`src/rtl/scp_pkg.sv`:
```
// Package: shared types and constant helpers for the scan chain checker.
// Assumes: callers pass positive clock rates.
package scp_pkg;

    // Walker phases; each names the TMS level presented for the next rising edge.
    typedef enum logic [3:0] {
        W_IDLE,
        W_RESET,
        W_RTI,
        W_SEL,
        W_CAP,
        W_ENTER,
        W_SHIFT,
        W_EXIT,
        W_UPDATE,
        W_PARK
    } walk_e;

    // Half period in system cycles, rounded up so the test clock never runs fast.
    function automatic int unsigned half_period(longint unsigned sys_hz,
                                                longint unsigned max_hz);
        longint unsigned q;
        q = (sys_hz + 2 * max_hz - 1) / (2 * max_hz);
        if (q < 1) q = 1;
        return int'(q);
    endfunction

endpackage

```
`src/rtl/scp_tck_div.sv`:
```
// Module: test clock divider.
// Produces a square test clock whose levels last HALF system cycles while en_i
// is high. It gives one-cycle rise/fall strobes that line up with the system
// edge at which tck_o changes. When disabled it parks the clock low.
// Assumes: en_i drops only on the cycle of a fall strobe, or while idle.
module scp_tck_div #(
    parameter int unsigned HALF = 28
) (
    input  logic clk,
    input  logic rst_n,
    input  logic en_i,
    output logic tck_o,
    output logic rise_o,
    output logic fall_o
);
    localparam int CW = $clog2(HALF + 1);

    logic [CW-1:0] cnt_q;
    logic          tck_q;
    logic          wrap;

    assign wrap   = (cnt_q == CW'(HALF - 1));
    assign rise_o = en_i && wrap && !tck_q;
    assign fall_o = en_i && wrap && tck_q;
    assign tck_o  = tck_q;

    // Count out each level and toggle the clock at the end of it.
    always_ff @(posedge clk) begin
        if (!rst_n || !en_i) begin
            cnt_q <= '0;
            tck_q <= 1'b0;
        end else if (wrap) begin
            cnt_q <= '0;
            tck_q <= ~tck_q;
        end else begin
            cnt_q <= cnt_q + 1'b1;
        end
    end

    // Checker state: cycles the previous clock level lasted (saturating).
    logic          tck_prev_q;
    logic [CW-1:0] gap_q;
    logic          toggled;
    assign toggled = (tck_q != tck_prev_q);

    // Track the previous level and how long the level before a toggle lasted.
    always_ff @(posedge clk) begin
        if (!rst_n) begin
            tck_prev_q <= 1'b0;
            gap_q      <= CW'(HALF);
        end else begin
            tck_prev_q <= tck_q;
            if (toggled)
                gap_q <= CW'(1);
            else if (gap_q != CW'(HALF))
                gap_q <= gap_q + 1'b1;
        end
    end

    // no clock level is shorter than HALF system cycles.
    p_level_width_r2: assert property (@(posedge clk) disable iff (!rst_n)
        toggled |-> gap_q == CW'(HALF));

endmodule

```
`src/rtl/scp_tap_walker.sv`:
```
// Module: port state walker.
// Steps the chain through forced reset, Run-Test/Idle, a data-register capture,
// TOTAL shift cycles, Update-DR and back to Run-Test/Idle. It advances on each
// rising test clock edge and moves TMS on the falling edge that follows.
// Assumes: rise_i and fall_i are never high in the same cycle.
module scp_tap_walker
    import scp_pkg::*;
#(
    parameter int unsigned TOTAL     = 65,
    parameter int unsigned RESET_CYC = 5
) (
    input  logic clk,
    input  logic rst_n,
    input  logic start_i,
    input  logic rise_i,
    input  logic fall_i,
    output logic busy_o,
    output logic tms_o,
    output logic bit_vld_o,
    output logic clear_o,
    output logic finish_o
);
    localparam int unsigned BIGGEST = (TOTAL > RESET_CYC) ? TOTAL : RESET_CYC;
    localparam int CW = $clog2(BIGGEST + 1);

    walk_e         st_q;
    logic [CW-1:0] cnt_q;
    logic          tms_q;
    logic          tms_next;

    // TMS level the current phase must present at the coming rising edge.
    always_comb begin
        unique case (st_q)
            W_IDLE:   tms_next = 1'b1;
            W_RESET:  tms_next = 1'b1;
            W_RTI:    tms_next = 1'b0;
            W_SEL:    tms_next = 1'b1;
            W_CAP:    tms_next = 1'b0;
            W_ENTER:  tms_next = 1'b0;
            W_SHIFT:  tms_next = (cnt_q == CW'(TOTAL - 1));
            W_EXIT:   tms_next = 1'b1;
            W_UPDATE: tms_next = 1'b0;
            W_PARK:   tms_next = 1'b0;
            default:  tms_next = 1'b1;
        endcase
    end

    // Phase sequencing on rising edges, TMS updates on falling edges.
    always_ff @(posedge clk) begin
        if (!rst_n) begin
            st_q  <= W_IDLE;
            cnt_q <= '0;
            tms_q <= 1'b1;
        end else if (st_q == W_IDLE) begin
            if (start_i) begin
                st_q  <= W_RESET;
                cnt_q <= '0;
                tms_q <= 1'b1;
            end
        end else if (rise_i) begin
            unique case (st_q)
                W_RESET: begin
                    if (cnt_q == CW'(RESET_CYC - 1)) begin
                        st_q  <= W_RTI;
                        cnt_q <= '0;
                    end else begin
                        cnt_q <= cnt_q + 1'b1;
                    end
                end
                W_RTI:   st_q <= W_SEL;
                W_SEL:   st_q <= W_CAP;
                W_CAP:   st_q <= W_ENTER;
                W_ENTER: begin
                    st_q  <= W_SHIFT;
                    cnt_q <= '0;
                end
                W_SHIFT: begin
                    if (cnt_q == CW'(TOTAL - 1)) begin
                        st_q  <= W_EXIT;
                        cnt_q <= '0;
                    end else begin
                        cnt_q <= cnt_q + 1'b1;
                    end
                end
                W_EXIT:   st_q <= W_UPDATE;
                W_UPDATE: st_q <= W_PARK;
                default:  st_q <= st_q;
            endcase
        end else if (fall_i) begin
            tms_q <= tms_next;
            if (st_q == W_PARK)
                st_q <= W_IDLE;
        end
    end

    assign busy_o    = (st_q != W_IDLE);
    assign tms_o     = tms_q;
    assign bit_vld_o = rise_i && (st_q == W_SHIFT);
    assign clear_o   = (st_q == W_IDLE) && start_i;
    assign finish_o  = (st_q == W_PARK) && fall_i;

    // throughout the forced reset phase the select line stays high.
    p_reset_high_r3: assert property (@(posedge clk) disable iff (!rst_n)
        (st_q == W_RESET) |-> tms_q);

endmodule

```
`src/rtl/scp_field_check.sv`:
```
// Module: per-device field comparator.
// Splits the sampled stream into consecutive fields of DEV_LEN bits (device 0
// first), compares each bit under its mask and latches the flags, the pass
// result and the lowest failing index when the pass finishes.
// Assumes: exactly sum(DEV_LEN) bits arrive between clear_i and finish_i.
module scp_field_check #(
    parameter int unsigned NDEV = 3,
    parameter int unsigned MAXW = 32,
    parameter int unsigned LENW = 8,
    parameter int unsigned IW   = 2,
    parameter logic [NDEV-1:0][LENW-1:0] DEV_LEN  = '0,
    parameter logic [NDEV-1:0][MAXW-1:0] DEV_EXP  = '0,
    parameter logic [NDEV-1:0][MAXW-1:0] DEV_MASK = '0
) (
    input  logic            clk,
    input  logic            rst_n,
    input  logic            clear_i,
    input  logic            bit_vld_i,
    input  logic            bit_i,
    input  logic            finish_i,
    output logic [NDEV-1:0] fail_o,
    output logic            pass_o,
    output logic [IW-1:0]   brk_o
);
    localparam int PW = (MAXW > 1) ? $clog2(MAXW) : 1;

    logic [IW-1:0]   dev_q;
    logic [PW-1:0]   pos_q;
    logic [NDEV-1:0] mism_q;
    logic [NDEV-1:0] fail_q;
    logic            pass_q;
    logic [IW-1:0]   brk_q;
    logic [IW-1:0]   sel;
    logic            in_range;
    logic            last_bit;
    logic            miss;
    logic [IW-1:0]   first_idx;

    // Select the active field's table entry and judge the incoming bit.
    always_comb begin
        in_range = (dev_q < IW'(NDEV));
        sel      = in_range ? dev_q : '0;
        last_bit = (LENW'(pos_q) + LENW'(1) == DEV_LEN[sel]);
        miss     = DEV_MASK[sel][pos_q] && (bit_i != DEV_EXP[sel][pos_q]);
    end

    // Lowest failing device, NDEV when every field matched.
    always_comb begin
        first_idx = IW'(NDEV);
        for (int i = NDEV - 1; i >= 0; i--) begin
            if (mism_q[i]) first_idx = IW'(i);
        end
    end

    // Walk the fields, accumulate mismatches and latch results at the end.
    always_ff @(posedge clk) begin
        if (!rst_n || clear_i) begin
            dev_q  <= '0;
            pos_q  <= '0;
            mism_q <= '0;
            fail_q <= '0;
            pass_q <= 1'b0;
            brk_q  <= IW'(NDEV);
        end else if (bit_vld_i && in_range) begin
            if (miss) mism_q[sel] <= 1'b1;
            if (last_bit) begin
                dev_q <= dev_q + 1'b1;
                pos_q <= '0;
            end else begin
                pos_q <= pos_q + 1'b1;
            end
        end else if (finish_i) begin
            fail_q <= mism_q;
            pass_q <= (mism_q == '0);
            brk_q  <= first_idx;
        end
    end

    assign fail_o = fail_q;
    assign pass_o = pass_q;
    assign brk_o  = brk_q;

    // the walker never supplies more bits than the table describes.
    p_bits_in_table_r6: assert property (@(posedge clk) disable iff (!rst_n)
        bit_vld_i |-> in_range);

    // a pass result never coexists with a raised device flag.
    p_pass_means_clean_r7: assert property (@(posedge clk) disable iff (!rst_n)
        pass_o |-> (fail_o == '0));

    // a reported break index always points at a failing device.
    p_break_is_failing_r8: assert property (@(posedge clk) disable iff (!rst_n)
        (brk_o < IW'(NDEV)) |-> fail_o[brk_o]);

endmodule

```
`src/rtl/scan_chain_probe.sv`:
```
// Module: scan chain integrity checker (top).
// On start, runs one default data-register pass over the whole chain with a
// zero fill, checks every device field against its masked expectation and
// reports per-device flags, a pass flag and the first failing index.
// Assumes: the chain drives tdo_i on falling test clock edges; device 0 is
// nearest the chain output.
module scan_chain_probe
    import scp_pkg::*;
#(
    parameter int unsigned NDEV       = 3,
    parameter int unsigned MAXW       = 32,
    parameter int unsigned LENW       = 8,
    parameter logic [NDEV-1:0][LENW-1:0] DEV_LEN  = {8'd32, 8'd1, 8'd32},
    parameter logic [NDEV-1:0][MAXW-1:0] DEV_EXP  = {32'h09504093, 32'h00000000, 32'h1000502F},
    parameter logic [NDEV-1:0][MAXW-1:0] DEV_MASK = {32'h0FFFFFFF, 32'h00000001, 32'hFFFFFFFF},
    parameter longint unsigned SYS_HZ     = 250_000_000,
    parameter longint unsigned TCK_MAX_HZ = 4_500_000,
    parameter int unsigned RESET_CYC  = 5,
    localparam int unsigned IW = $clog2(NDEV + 1)
) (
    input  logic            clk,
    input  logic            rst_n,
    input  logic            start_i,
    input  logic            tdo_i,
    output logic            tck_o,
    output logic            tms_o,
    output logic            tdi_o,
    output logic            done_o,
    output logic            pass_o,
    output logic [NDEV-1:0] fail_o,
    output logic [IW-1:0]   break_idx_o
);
    // Total bits in one pass over the chain.
    function automatic int unsigned chain_bits();
        int unsigned s;
        s = 0;
        for (int i = 0; i < NDEV; i++) s += int'(DEV_LEN[i]);
        return s;
    endfunction

    localparam int unsigned TOTAL = chain_bits();
    localparam int unsigned HALF  = half_period(SYS_HZ, TCK_MAX_HZ);
    localparam int          SW    = $clog2(TOTAL + 1);

    logic busy;
    logic rise;
    logic fall;
    logic bit_vld;
    logic clear;
    logic finish;
    logic done_q;

    scp_tck_div #(.HALF(HALF)) u_div (
        .clk    (clk),
        .rst_n  (rst_n),
        .en_i   (busy),
        .tck_o  (tck_o),
        .rise_o (rise),
        .fall_o (fall)
    );

    scp_tap_walker #(.TOTAL(TOTAL), .RESET_CYC(RESET_CYC)) u_walk (
        .clk       (clk),
        .rst_n     (rst_n),
        .start_i   (start_i),
        .rise_i    (rise),
        .fall_i    (fall),
        .busy_o    (busy),
        .tms_o     (tms_o),
        .bit_vld_o (bit_vld),
        .clear_o   (clear),
        .finish_o  (finish)
    );

    scp_field_check #(
        .NDEV(NDEV), .MAXW(MAXW), .LENW(LENW), .IW(IW),
        .DEV_LEN(DEV_LEN), .DEV_EXP(DEV_EXP), .DEV_MASK(DEV_MASK)
    ) u_cmp (
        .clk       (clk),
        .rst_n     (rst_n),
        .clear_i   (clear),
        .bit_vld_i (bit_vld),
        .bit_i     (tdo_i),
        .finish_i  (finish),
        .fail_o    (fail_o),
        .pass_o    (pass_o),
        .brk_o     (break_idx_o)
    );

    // Completion flag: cleared by an accepted start, set when the pass parks.
    always_ff @(posedge clk) begin
        if (!rst_n || clear)
            done_q <= 1'b0;
        else if (finish)
            done_q <= 1'b1;
    end

    assign done_o = done_q;
    assign tdi_o  = 1'b0;

    // Checker state: samples taken since the last accepted start.
    logic [SW-1:0] samp_q;

    // Count the sampled bits of the current pass.
    always_ff @(posedge clk) begin
        if (!rst_n || clear)
            samp_q <= '0;
        else if (bit_vld && samp_q != SW'(TOTAL))
            samp_q <= samp_q + 1'b1;
    end

    // the select line is steady for the whole high phase of the clock.
    p_tms_steady_high_r3: assert property (@(posedge clk) disable iff (!rst_n)
        (tck_o && $past(tck_o)) |-> $stable(tms_o));

    // a pass ends having taken exactly one sample per chain bit.
    p_sample_count_r5: assert property (@(posedge clk) disable iff (!rst_n)
        finish |-> samp_q == SW'(TOTAL));

    // with results shown, the test clock is parked low.
    p_parked_low_r9: assert property (@(posedge clk) disable iff (!rst_n)
        done_o |-> !tck_o);

    // a start during a pass does not end or restart it.
    p_busy_start_ignored_r10: assert property (@(posedge clk) disable iff (!rst_n)
        (busy && start_i && !finish) |=> busy && !done_o);

endmodule

```
`config.mk`:
```
export PLATFORM = sky130hd
export DESIGN_NAME = scan_chain_probe
export DESIGN_NICKNAME = d
export VERILOG_FILES = /design/src/rtl/scp_pkg.sv /design/src/rtl/scp_tck_div.sv /design/src/rtl/scp_tap_walker.sv /design/src/rtl/scp_field_check.sv /design/src/rtl/scan_chain_probe.sv
export SDC_FILE = /design/constraint.sdc
export NUM_CORES = 1
export LEC_CHECK = 0
export BUFFER_PORTS_ARGS = -buffer_cell sky130_fd_sc_hd__buf_2
export CAP_MARGIN = 30
export CORE_MARGIN = 3
export CORE_UTILIZATION = 50
export DETAILED_ROUTE_END_ITERATION = 10
export HOLD_SLACK_MARGIN = 0.08
export PLACE_DENSITY_LB_ADDON = 0.15
export SKIP_LAST_GASP = 1
export SLEW_MARGIN = 5
export SYNTH_ARGS = -nofsm -noshare
export SYNTH_HDL_FRONTEND = slang
export SYNTH_SLANG_ARGS = --single-unit
```
`constraint.sdc`:
```
create_clock -name clk -period 2.05 [get_ports clk]
set_clock_uncertainty 0.05 [all_clocks]
set_input_delay 0.41 -clock clk [delete_from_list [all_inputs] [get_ports clk]]
set_output_delay 0.41 -clock clk [all_outputs]
set_load 0.03 [all_outputs]
```
==> impl_metrics.json <==
{
  "rsz0062_at_grt": "true",
  "synth.area.top_cells": "dfxtp_1 33%, nor2_1 4.9%, ha_1 4.7%",
  "reg2reg_depth": 8,
  "layout-drive-gt1-share_pct": 34.5,
  "syn_area_um2": 2140,
  "max_freq_mhz": 465,
  "min_path_cells": 2,
  "r2r_setup_slack_ns": -0.10,
  "hp-start": "rst_n",
  "p_leak_nw": 1.05,
  "crit_path_max_incr_delay_ns": 0.49,
  "clkPwrFrac_pct": 48.3,
  "switching_share_pct": 22.0,
  "via_per_inst": 5.71,
  "nets": 301,
  "cts_tree": "built",
  "drt_iter0_markers": 106,
  "peakVddDrop_mv": 0.534,
  "cts_buffers": 5,
  "p_int_w": 0.00122,
  "synth-edff-count": 0,
  "crit_arrival_ns": 2.29,
  "route.detailed.drc": 0,
  "status": "finished, violations left",
  "setup_viol": 7,
  "grt_pass1_wl_mm": 8.22,
  "cts_root_buf": "clkbuf_8",
  "syn_inst": 249,
  "min_period_over_period_pct": 105,
  "cp-start-kind": "flop",
  "place_area_um2": 2400,
  "crit_type": "flop to flop",
  "clk_pin_slew_ns": 0.07,
  "clk_latency_ns": 0.29,
  "synth_top_area_share_pct": 32.7,
  "seqPwrFrac_pct": 44.4,
  "r2r_start": "u_walk.cnt_q[1]",
  "ys_seq_elements": 35,
  "synth.area.mux_share_pct": 2.92,
  "synth_compound_area_share_pct": 21.2,
  "min_path_type": "input port to flop",
  "htree_levels": 2,
  "hold_viol": 0,
  "gp_congestion": 0.877,
  "crit_buf_inv": 1,
  "cts_buffer_depth": 2,
  "synth_adder_area_share_pct": 4.68,
  "crit_chain": "inv_2 > ha_4 > or4b_4 > nor3b_4 > nor2_4 > a31oi_4 > o21ai_1 > a32o_1",
  "required_ns": 2.19,
  "grt_pass1_vias": 1835,
  "die_w_um": 71.4,
  "start_util_pct": 52.8,
  "fin_crit_ns": 2.15,
  "critPathMaxFanout": 5,
  "synth_xor_area_share_pct": 4.91,
  "comb_power_share_pct": 7.3,
  "area_growth_pct": 27.2,
  "diodes": 0,
  "antenna_found_initial": 0,
  "synth.most_common_cell": "dfxtp_1",
  "tns_ns": -0.449,
  "synth-async-reset-ratio_pct": 0,
  "wirelength_mm": 4.98,
  "power-per-cell-area_nw_per_um2": 572,
  "yosysUniqueCellTypes": 65,
  "violations": "setup timing",
  "gr-total-overflow": 0,
  "portBuffers": 12,
  "synthFlopType": "dfxtp_1",
  "maxSlewViolCount": 0,
  "synthTopCellsByCount": "35 x dfxtp_1, 28 x nor2_1, 21 x nand2_1, 13 x a21oi_1, 13 x inv_1",
  "critical-path-top-delay-family": "simple AND/OR/NAND/NOR gates",
  "synth_top_family_by_area": "simple AND/OR/NAND/NOR gates",
  "switchingPower_w": 0.000343,
  "hold_ws_ns": 0.339,
  "grt_usage_pct": 19.9,
  "grt_max_degree": 13,
  "min_to": "u_walk.tms_o",
  "core_region_area_um2": 4060,
  "reg2reg_to": "u_walk.cnt_q[2]",
  "cp_slowest_cell": "or4b_4",
  "cts_hold_buf": 0,
  "finalWorstSetupSlack_ns": -0.101,
  "die_h_um": 71.4,
  "rows": 23,
  "cts.sinks": 35,
  "cap_viol_max_count": 0,
  "ys.warnings.count": 0,
  "synth_nets": 261,
  "antenna_left": 0,
  "avgSynthCellArea_um2": 8.60,
  "final_cell_area_um2": 2720,
  "synth-simple-area-share_pct": 25.9,
  "dr.pass1.iters": 4,
  "yosysTopAreaCell": "dfxtp_1",
  "num_vias": 1942,
  "wl_per_cell_um": 14.7,
  "postLayoutCoreUtil_pct": 67.1,
  "ios": 14,
  "endpoint_kind": "flop",
  "hpwlAfterDp_mm": 3.30,
  "die-area_um2": 5100,
  "power_w": 0.00156,
  "synth-seq-area-share_pct": 32.7
}
registers in the layout, indices dropped and copies added, names as in the netlist:
name and cells:
u_walk.st_q 4, u_cmp.mism_q 3, done_o 1, u_walk.cnt_q 7
u_cmp.brk_o 2, u_div.tck_o 1, u_cmp.fail_o 3, u_cmp.dev_q 2
u_div.cnt_q 5, u_walk.tms_o 1, u_cmp.pos_q 5, u_cmp.pass_o 1
worst register-to-register path, cell delays in order, from the launching register on:
cell,delay (ns)
dfxtp_2,0.33
inv_2,0.07
ha_4,0.12
or4b_4,0.49
nor3b_4,0.32
nor2_4,0.10
a31oi_4,0.23
o21ai_1,0.10
a32o_1,0.25
area by class of cell:
class | count | area, um^2
multi-input combinational | 187 | 1450
fill | 330 | 1330
sequential | 35 | 709
timing repair buffer | 47 | 323
clock buffer | 6 | 72.6
tap | 50 | 62.6
clock inverter | 2 | 60.1
inverter | 13 | 48.8
metrics by stage:
| stage | worst slack (ns) | instances |
|---|---|---|
| detailed placement | -0.0711 | 329 |
| CTS | -0.0323 | 339 |
| global placement | -0.0545 | 329 |
| finish | -0.101 | 340 |
| floorplan | -0.00150 | 249 |
| global route | -0.196 | 340 |
layout by cell type, fill, tap and decap left out, types with 3 or more instances in the layout:
master	instances
a211oi_2	3
a21oi_1	12
a31oi_1	3
a32o_1	4
and2_1	4
buf_2	12
buf_4	35
clkbuf_8	5
dfxtp_1	28
dfxtp_2	7
ha_1	3
ha_4	4
inv_1	9
inv_2	4
mux2i_1	4
nand2_1	21
nand2b_1	7
nand3_1	6
nand4_1	3
nor2_1	28
nor3_1	4
nor3b_1	4
nor4_1	3
o21ai_0	4
o21ai_1	4
xnor2_1	5
xor2_1	6
cell families after synthesis:
logic type,count (synthesis)
flip-flops,35
AO/OA/AOI/OAI,57
AND/OR/NAND/NOR,102
adder cells (fa/ha/maj),8
buffers and inverters,28
multiplexers,6
other,1
XOR/XNOR,12
repair_timing:
item / CTS / global route
pin swaps: 13 / 19
setup endpoints to repair: 9 / 18
gates resized for setup: 8 / 25
gates cloned: 1 / 0
setup buffers: 1 / 1
how the worst max path moves through the flow:
stage                                from              end  slack, ns  depth (start not counted)
after floorplan            u_cmp.dev_q[1]  u_cmp.mism_q[1]     -0.002                          9
after global placement     u_cmp.dev_q[1]  u_cmp.mism_q[1]      -0.05                          9
after detailed placement  u_walk.cnt_q[1]  u_walk.cnt_q[3]      -0.07                          8
after CTS                 u_walk.cnt_q[1]  u_walk.cnt_q[2]      -0.03                          8
after global routing      u_walk.cnt_q[1]   u_walk.st_q[1]      -0.20                          8
final                     u_walk.cnt_q[1]  u_walk.cnt_q[2]      -0.10                          8
per-layer routing:
| layer | track usage [%] | vias up | routed length [um] |
|---|---|---|---|
| li1 | - | 982 | - |
| met1 | 25.6 | 912 | 2310 |
| met2 | 32.7 | 37 | 2390 |
| met3 | 4.49 | 11 | 188 |
| met4 | 7.31 | 0 | 95 |
| met5 | 0 | - | 0 |
power groups by stage:
| stage | logic (W) | clock network, W | registers (W) |
|---|---|---|---|
| floorplan | 0.0000782 | 0 | 0.000702 |
| global placement | 0.0000965 | 0 | 0.000705 |
| detailed placement | 0.0000964 | 0 | 0.000705 |
| CTS | 0.000102 | 0.000763 | 0.000689 |
| global route | 0.000126 | 0.000788 | 0.000692 |
| finish | 0.000114 | 0.000753 | 0.000692 |
No activity file was read; power rests on OpenSTA's default activity.
